File: src/rtl/pcd_pkg.sv
package pcd_pkg;

    typedef enum logic [1:0] {
        CMD_NOP = 2'b00,
        CMD_ACT = 2'b01,
        CMD_RD  = 2'b10,
        CMD_WR  = 2'b11
    } cmd_e;

    typedef enum logic {
        LAT_OPEN   = 1'b0,
        LAT_LOCKED = 1'b1
    } lat_state_e;

    function automatic logic is_column(input cmd_e c);
        return (c == CMD_RD) || (c == CMD_WR);
    endfunction

endpackage

File: src/rtl/pcd_lat_ctrl.sv
module pcd_lat_ctrl
    import pcd_pkg::*;
#(
    parameter int AL_MAX = 4,
    parameter int AL_W   = $clog2(AL_MAX + 1)
) (
    input  logic            clk,
    input  logic            rst_n,
    input  logic            post_i,
    input  logic [AL_W-1:0] al_req_i,
    output logic [AL_W-1:0] al_q
);

    lat_state_e      state_q, state_d;
    logic [AL_W-1:0] remain_q, remain_d;
    logic [AL_W-1:0] al_clamped;
    logic            adopt;

    assign al_clamped = (int'(al_req_i) > AL_MAX) ? AL_W'(AL_MAX) : al_req_i;

    // next state: POST into LOCKED, DRAIN back to OPEN
    always_comb begin
        state_d = state_q;
        unique case (state_q)
            LAT_OPEN:   if (post_i && (al_q > AL_W'(1)))    state_d = LAT_LOCKED;
            LAT_LOCKED: if (!post_i && (remain_q == AL_W'(1))) state_d = LAT_OPEN;
            default:    state_d = LAT_OPEN;
        endcase
    end

    // outputs of the machine: remaining wait and adoption enable
    always_comb begin
        adopt    = (state_q == LAT_OPEN) && !post_i;
        remain_d = post_i ? (al_q - AL_W'(1))
                          : ((remain_q != '0) ? (remain_q - AL_W'(1)) : '0);
    end

    always_ff @(posedge clk or negedge rst_n) begin
        if (!rst_n) begin
            state_q  <= LAT_OPEN;
            remain_q <= '0;
            al_q     <= '0;
        end else begin
            state_q  <= state_d;
            remain_q <= remain_d;
            if (adopt) al_q <= al_clamped;
        end
    end

    // a held latency may not move while commands wait
    a_r7_lat_frozen: assert property (@(posedge clk) disable iff (!rst_n)
        (state_q == LAT_LOCKED || post_i) |=> $stable(al_q));

endmodule

File: src/rtl/pcd_shift_line.sv
module pcd_shift_line
    import pcd_pkg::*;
#(
    parameter int AL_MAX = 4,
    parameter int AL_W   = $clog2(AL_MAX + 1),
    parameter int BANK_W = 3,
    parameter int COL_W  = 10
) (
    input  logic              clk,
    input  logic              rst_n,
    input  cmd_e              in_cmd,
    input  logic [BANK_W-1:0] in_bank,
    input  logic [COL_W-1:0]  in_col,
    input  logic [AL_W-1:0]   al_q,
    output cmd_e              out_cmd,
    output logic [BANK_W-1:0] out_bank,
    output logic [COL_W-1:0]  out_col
);

    cmd_e              g_cmd;
    logic [BANK_W-1:0] g_bank;
    logic [COL_W-1:0]  g_col;

    cmd_e              st_cmd  [AL_MAX];
    logic [BANK_W-1:0] st_bank [AL_MAX];
    logic [COL_W-1:0]  st_col  [AL_MAX];

    // only column commands enter the line; others become an all-zero slot
    always_comb begin
        if (is_column(in_cmd)) begin
            g_cmd  = in_cmd;
            g_bank = in_bank;
            g_col  = in_col;
        end else begin
            g_cmd  = CMD_NOP;
            g_bank = '0;
            g_col  = '0;
        end
    end

    for (genvar k = 0; k < AL_MAX; k++) begin : g_stage
        cmd_e              src_cmd;
        logic [BANK_W-1:0] src_bank;
        logic [COL_W-1:0]  src_col;
        if (k == 0) begin : g_head
            assign src_cmd  = g_cmd;
            assign src_bank = g_bank;
            assign src_col  = g_col;
        end else begin : g_body
            assign src_cmd  = st_cmd[k-1];
            assign src_bank = st_bank[k-1];
            assign src_col  = st_col[k-1];
        end
        always_ff @(posedge clk or negedge rst_n) begin
            if (!rst_n) begin
                st_cmd[k]  <= CMD_NOP;
                st_bank[k] <= '0;
                st_col[k]  <= '0;
            end else if (al_q > AL_W'(k)) begin
                st_cmd[k]  <= src_cmd;
                st_bank[k] <= src_bank;
                st_col[k]  <= src_col;
            end else begin
                st_cmd[k]  <= CMD_NOP;
                st_bank[k] <= '0;
                st_col[k]  <= '0;
            end
        end
    end

    // tap select: latency 0 is the gated input, n picks stage n-1
    always_comb begin
        out_cmd  = g_cmd;
        out_bank = g_bank;
        out_col  = g_col;
        for (int k = 0; k < AL_MAX; k++) begin
            if (al_q == AL_W'(k + 1)) begin
                out_cmd  = st_cmd[k];
                out_bank = st_bank[k];
                out_col  = st_col[k];
            end
        end
    end

    // an empty tap carries no address
    a_r5_idle_zero: assert property (@(posedge clk) disable iff (!rst_n)
        (out_cmd == CMD_NOP) |-> (out_bank == '0 && out_col == '0));

endmodule

File: src/rtl/pcd_rcd_track.sv
module pcd_rcd_track
    import pcd_pkg::*;
#(
    parameter int NBANK  = 8,
    parameter int BANK_W = $clog2(NBANK),
    parameter int TRCD   = 3,
    parameter int AL_W   = 3
) (
    input  logic              clk,
    input  logic              rst_n,
    input  cmd_e              cmd_i,
    input  logic [BANK_W-1:0] bank_i,
    input  logic [AL_W-1:0]   al_q,
    output logic              viol_q
);

    localparam int CW = $clog2(TRCD + 1);

    logic [CW-1:0] since_act [NBANK];
    logic          short_gap;

    for (genvar b = 0; b < NBANK; b++) begin : g_bank
        always_ff @(posedge clk or negedge rst_n) begin
            if (!rst_n)
                since_act[b] <= CW'(TRCD);
            else if (cmd_i == CMD_ACT && bank_i == BANK_W'(b))
                since_act[b] <= CW'(1);
            else if (since_act[b] < CW'(TRCD))
                since_act[b] <= since_act[b] + CW'(1);
        end
    end

    assign short_gap = (int'(since_act[bank_i]) + int'(al_q)) < TRCD;

    always_ff @(posedge clk or negedge rst_n) begin
        if (!rst_n) viol_q <= 1'b0;
        else        viol_q <= is_column(cmd_i) && short_gap;
    end

    // a flag only ever follows a posted read or write
    a_r9_flag_source: assert property (@(posedge clk) disable iff (!rst_n)
        viol_q |-> $past(is_column(cmd_i)));

endmodule

File: src/rtl/posted_cmd_delay.sv
module posted_cmd_delay
    import pcd_pkg::*;
#(
    parameter int NBANK  = 8,
    parameter int BANK_W = $clog2(NBANK),
    parameter int COL_W  = 10,
    parameter int AL_MAX = 4,
    parameter int AL_W   = $clog2(AL_MAX + 1),
    parameter int TRCD   = 3
) (
    input  logic              clk,
    input  logic              rst_n,
    input  logic [1:0]        cmd_i,
    input  logic [BANK_W-1:0] bank_i,
    input  logic [COL_W-1:0]  col_i,
    input  logic [AL_W-1:0]   al_i,
    output logic [1:0]        icmd_o,
    output logic [BANK_W-1:0] ibank_o,
    output logic [COL_W-1:0]  icol_o,
    output logic              rcd_viol_o
);

    cmd_e            cmd_in;
    cmd_e            cmd_out;
    logic [AL_W-1:0] al_q;
    logic            post;

    assign cmd_in = cmd_e'(cmd_i);
    assign post   = is_column(cmd_in) && (al_q != '0);
    assign icmd_o = cmd_out;

    pcd_lat_ctrl #(.AL_MAX(AL_MAX), .AL_W(AL_W)) u_ctrl (
        .clk      (clk),
        .rst_n    (rst_n),
        .post_i   (post),
        .al_req_i (al_i),
        .al_q     (al_q)
    );

    pcd_shift_line #(.AL_MAX(AL_MAX), .AL_W(AL_W), .BANK_W(BANK_W), .COL_W(COL_W)) u_line (
        .clk      (clk),
        .rst_n    (rst_n),
        .in_cmd   (cmd_in),
        .in_bank  (bank_i),
        .in_col   (col_i),
        .al_q     (al_q),
        .out_cmd  (cmd_out),
        .out_bank (ibank_o),
        .out_col  (icol_o)
    );

    pcd_rcd_track #(.NBANK(NBANK), .BANK_W(BANK_W), .TRCD(TRCD), .AL_W(AL_W)) u_rcd (
        .clk    (clk),
        .rst_n  (rst_n),
        .cmd_i  (cmd_in),
        .bank_i (bank_i),
        .al_q   (al_q),
        .viol_q (rcd_viol_o)
    );

    // zero latency is a direct path
    a_r3_zero_pass: assert property (@(posedge clk) disable iff (!rst_n)
        (al_q == '0 && is_column(cmd_in)) |-> (icmd_o == cmd_i && ibank_o == bank_i && icol_o == col_i));

    // latency held at one delays by exactly one clock
    a_r4_one_clock: assert property (@(posedge clk) disable iff (!rst_n)
        (al_q == AL_W'(1) && $past(al_q) == AL_W'(1) && $past(is_column(cmd_in)))
            |-> (icmd_o == $past(cmd_i) && icol_o == $past(col_i)));

endmodule

File: config.mk
export PLATFORM = sky130hd
export DESIGN_NAME = posted_cmd_delay
export DESIGN_NICKNAME = d
export VERILOG_FILES = /design/src/rtl/pcd_pkg.sv /design/src/rtl/pcd_lat_ctrl.sv /design/src/rtl/pcd_shift_line.sv /design/src/rtl/pcd_rcd_track.sv /design/src/rtl/posted_cmd_delay.sv
export SDC_FILE = /design/constraint.sdc
export NUM_CORES = 1
export LEC_CHECK = 0
export ABC_AREA = 1
export CORE_MARGIN = 5
export CORE_UTILIZATION = 40
export DETAILED_ROUTE_END_ITERATION = 6
export MAX_ROUTING_LAYER = met4
export PLACE_DENSITY = 0.68
export SYNTH_ARGS = -nofsm -noshare
export SYNTH_HDL_FRONTEND = slang
export SYNTH_HIERARCHICAL = 1
export SYNTH_SLANG_ARGS = --single-unit
export TNS_END_PERCENT = 30
File: constraint.sdc
create_clock -name clk -period 2.2 [get_ports clk]
set_input_delay 0.44 -clock clk [delete_from_list [all_inputs] [get_ports clk]]
set_output_delay 0.44 -clock clk [all_outputs]
set_load 0.01 [all_outputs]
==> results of run 1 <==
==> cells by family after synthesis <==
family	count (synthesis)
flops	84
simple gates	301
fa+ha+maj	15
buf+inv	95
compound gates	41
xor+xnor	8
mux	4
==> layout by cell type (no fill, tap or decap), drive strengths merged <==
cell type,n
ha,14
nor3,5
mux2i,4
clkinvlp,2
nand3,47
clkbuf,12
dfstp,16
bufinv,1
nand2,162
nand3b,4
o21ai,18
o22ai,1
buf,52
xnor2,4
dlymetal6s2s,2
dfrtp,68
inv,77
or2,6
a21oi,22
fa,1
clkinv,1
clkdlybuf4s50,17
nor2,77
xor2,4
==> sequential cells by signal, summed over array words and instances (netlist names) <==
| signal | count |
|---|---|
| u_line/g_stage.src_col | 30 |
| u_rcd/since_act | 16 |
| u_line/st_col | 10 |
| u_line/g_stage.src_bank | 9 |
| u_line/g_stage.src_cmd | 6 |
| u_ctrl/al_q | 3 |
| u_ctrl/remain_q | 3 |
| u_line/st_bank | 3 |
| u_line/st_cmd | 2 |
| u_ctrl/state_q | 1 |
| u_rcd/viol_q | 1 |
==> stage by stage <==
| stage | hold slack, ns | setup TNS (ns) | utilization |
|---|---|---|---|
| floorplan | 0.144 | 0 | - |
| global placement | 0.439 | -4.50 | 0.481 |
| detailed placement | 0.447 | -4.85 | 0.481 |
| CTS | 0.0834 | -0.123 | 0.499 |
| global route | 0.107 | -0.662 | 0.500 |
| finish | 0.0566 | 0 | 0.500 |
==> layout make-up <==
cell class / instances / share of cell area
Clock buffer: 10 / 0.0246
Clock inverter: 6 / 0.0138
Inverter: 75 / 0.0543
Multi-Input combinational cell: 369 / 0.345
Sequential cell: 84 / 0.410
Tap cell: 136 / 0.0328
Timing Repair Buffer: 73 / 0.119
==> power by group through the flow <==
stage	combinational (mW)	sequential (mW)	clock [mW]
final	3.19	2.39	1.12
after global routing	3.62	2.45	1.20
after floorplan	2.13	2.33	0
after CTS	3.20	2.39	1.15
after detailed placement	3.28	2.41	0
after global placement	3.14	2.38	0
==> timing repair <==
| action | 4_1_cts | 5_1_grt |
|---|---|---|
| hold endpoints to repair | 0 | 0 |
| buffers inserted | 3 | 0 |
| gates resized for setup | 63 | 10 |
| setup endpoints to repair | 15 | 16 |
| cloned | 0 | 0 |
| pin swaps | 3 | 5 |
==> layer usage <==
layer,GRT usage,vias up,wire (µm)
met1,0.193,1593,4260
met2,0.233,63,4210
li1,-,1801,-
met3,0.0302,16,355
met4,0.0545,0,146
met5,-,-,0
==> cell usage after synthesis, drive strengths merged, types with 5 or more instances <==
library cell	n	area share
o21ai	18	0.021
nand2	162	0.14
nor3	5	0.0070
dfrtp	68	0.40
inv	75	0.066
a21oi	22	0.026
dfstp	16	0.098
nor2	77	0.073
buf	17	0.023
nand3	47	0.055
or2	6	0.0088
ha	14	0.041
==> worst paths after layout <==
check                                                 to  slack [ns]  cells after the start
max                                            icol_o[6]        0.06                      8
min in group clk           u_line/g_stage[1].src_bank[1]        0.45                      3
max in group asynchronous   u_line/g_stage[2].src_col[9]        1.52                      2
min                                    u_line/st_bank[0]        0.06                      1
min reg2reg                             u_line/st_cmd[1]        0.47                      2
max reg2reg                                 u_rcd/viol_q        0.25                     11
==> Flow_metrics.wiki, run 1 <==
{| class="wikitable"
! Metric !! Value
|-
| Footprint of the multi-input gates || approximately 1800 µm²
|-
| RSZ-0062 raised after global routing || yes
|-
| Critical path's most frequent cell || nand2_1
|-
| Startpoint of the lowest-slack register-to-register path || u_rcd/since_act[2]
|-
| Largest stage delay, worst path || 0.47 ns
|-
| Combined area of all synthesized cells || 4280 µm²
|-
| Number of enable flip-flop cells after synthesis || 0
|-
| Area taken by flip-flops and latches || around 2100 µm²
|-
| CTS root buffer || clkbuf_8
|-
| Non-filler cells in the finished layout || 753
|-
| Tcrit/Tclk final || 0.974
|-
| Worst Path Class, Setup || reg2out
|-
| Skew final || 0.0121 ns
|-
| # fillers || around 1000
|-
| Synth warn || 6
|-
| Xor/xnor cell area share of the yosys netlist || 0.0164
|-
| Total power draw || approximately 6.7 mW
|-
| Cell internal pwr || 3.95 mW
|-
| Number of cells produced by synthesis || 548
|-
| Post-Synth Simple-Gate Area || 0.294
|-
| Worst Path Required || approximately 1.8 ns
|-
| Gr usage total || 0.149
|-
| Number of buffers added on ports || 35
|-
| Total clock sinks || 84
|-
| Switching share of power || 0.410
|-
| Max IR drop VDD || 0.473 mV
|-
| Critical path startpoint || u_ctrl/al_q[2]
|-
| Cell family with the largest share of critical-path delay || simple AND/OR/NAND/NOR gates
|-
| Share of post-route cells with drive strength above 1 || 0.177
|-
| Switch Pwr || 2.74 mW
|-
| Number of antenna violations at the first check in global routing || 0
|-
| Placed Area || between 4000 and 5000 µm²
|-
| Portion of netlist area occupied by mux cells || 0.00935
|-
| HP Class || in2async
|-
| Die area || 12900 µm²
|-
| Asr flop ratio synth || 1.00
|-
| Horizontal die dimension || 113 µm
|-
| Sequential cell area fraction in the yosys report || 0.495
|-
| Maximum clock frequency || 467 MHz
|-
| Routability congestion estimate || 0.828
|-
| Cell leakage power || 2.81 nW
|-
| Buffers plus inverters on the worst setup path || 2
|-
| Drt pass-1 iters || 4
|-
| List of cells traversed by the critical path || nor2_4, buf_6, nand3_1, nand3_1, nand2_1, nand2_1, nand2_1, buf_2
|-
| Measured slew at the worst slew-check pin || 0.565 ns
|-
| Post-route setup slack || 0.0564 ns
|-
| N_diodes || 0
|-
| Number of core rows || 37
|-
| Largest net degree at the start of global routing || 44
|-
| Setup-failing EPs final || 0
|-
| Area overhead of the layout relative to synthesis || 21.0%
|-
| Worst Setup End Kind || primary output
|-
| Fin. max-slew vios || 0
|-
| Worst-path clk slew || approximately 0.090 ns
|-
| Mean post-synth cell area || slightly below 8 µm²
|-
| Unique masters post-synth || 30
|-
| Max clock buf depth || 2
|-
| Remaining max-slew budget at the tightest pin || 0.623
|-
| Synth Flop Type || dfrtp_1
|-
| Compound-gate portion of the synthesized area || 0.0482
|-
| I/O pin count || 36
|-
| Floorplan die height || about 110 µm
|-
| CTS tree || yes
|-
| Floorplan Core Area || 10400 µm²
|-
| Cell count after placement || 734
|-
| Post-layout instance area || between 5000 and 6000 µm²
|-
| Count of final hold-check violations || 0
|-
| Post-layout net count || 647
|-
| Data arrival time of the critical path || 1.70 ns
|-
| Number of antenna-violating nets in the routed design || 0
|-
| CP max stage cell || dfrtp_2
|-
| PwrDens || 1290 nW/µm²
|-
| Mapped Nets || approximately 580
|-
| Final HPWL DP || 6600 µm
|-
| Global route overflow || 0
|-
| DR DRC count || 0
|-
| Post-CTS Hold Fix Bufs || 0
|-
| Synth Area in Adders || 0.0456
|-
| Number of global-route vias before repair || 3408
|-
| Effective utilization at floorplan || 0.413
|-
| Result of the run || finished clean
|-
| Detailed router's first-iteration violation count || about 170
|-
| Tmin final || between 2 and 2.5 ns
|-
| Clock buffers created by TritonCTS || 9
|-
| Worst Setup Start Kind || flop
|-
| Avg Vias per Cell || 4.61
|-
| Main combinational cell family by area after synthesis || simple AND/OR/NAND/NOR gates
|-
| Total via count in the routed design || 3473
|-
| Max_cap viols || 0
|-
| Post-detailed-route wirelength per cell || 11.9 µm
|-
| Number of synthesized register bits || 84
|-
| Routed WL || roughly 9000 µm
|-
| Largest fanout on the critical path || 16
|-
| Relative contribution of combinational cells to total power || 0.476
|-
| Sequential power share || 0.357
|-
| # H-tree levels || 3
|-
| Source-to-sink clock delay at the later pin of the worst-skew pair || 0.36 ns
|-
| DP Worst Slack || -0.388 ns
|-
| Relative contribution of the clock network to total power || 0.167
|-
| First-pass GRT wire length || about 15000 µm
|}
Power figures use the tool's default switching activity.
==> run 2, diff against run 1 <==
- SLEW_MARGIN: not set -> 25
==> results of run 2 <==
The final DEF is identical to that of run 1; final timing and power are the same.
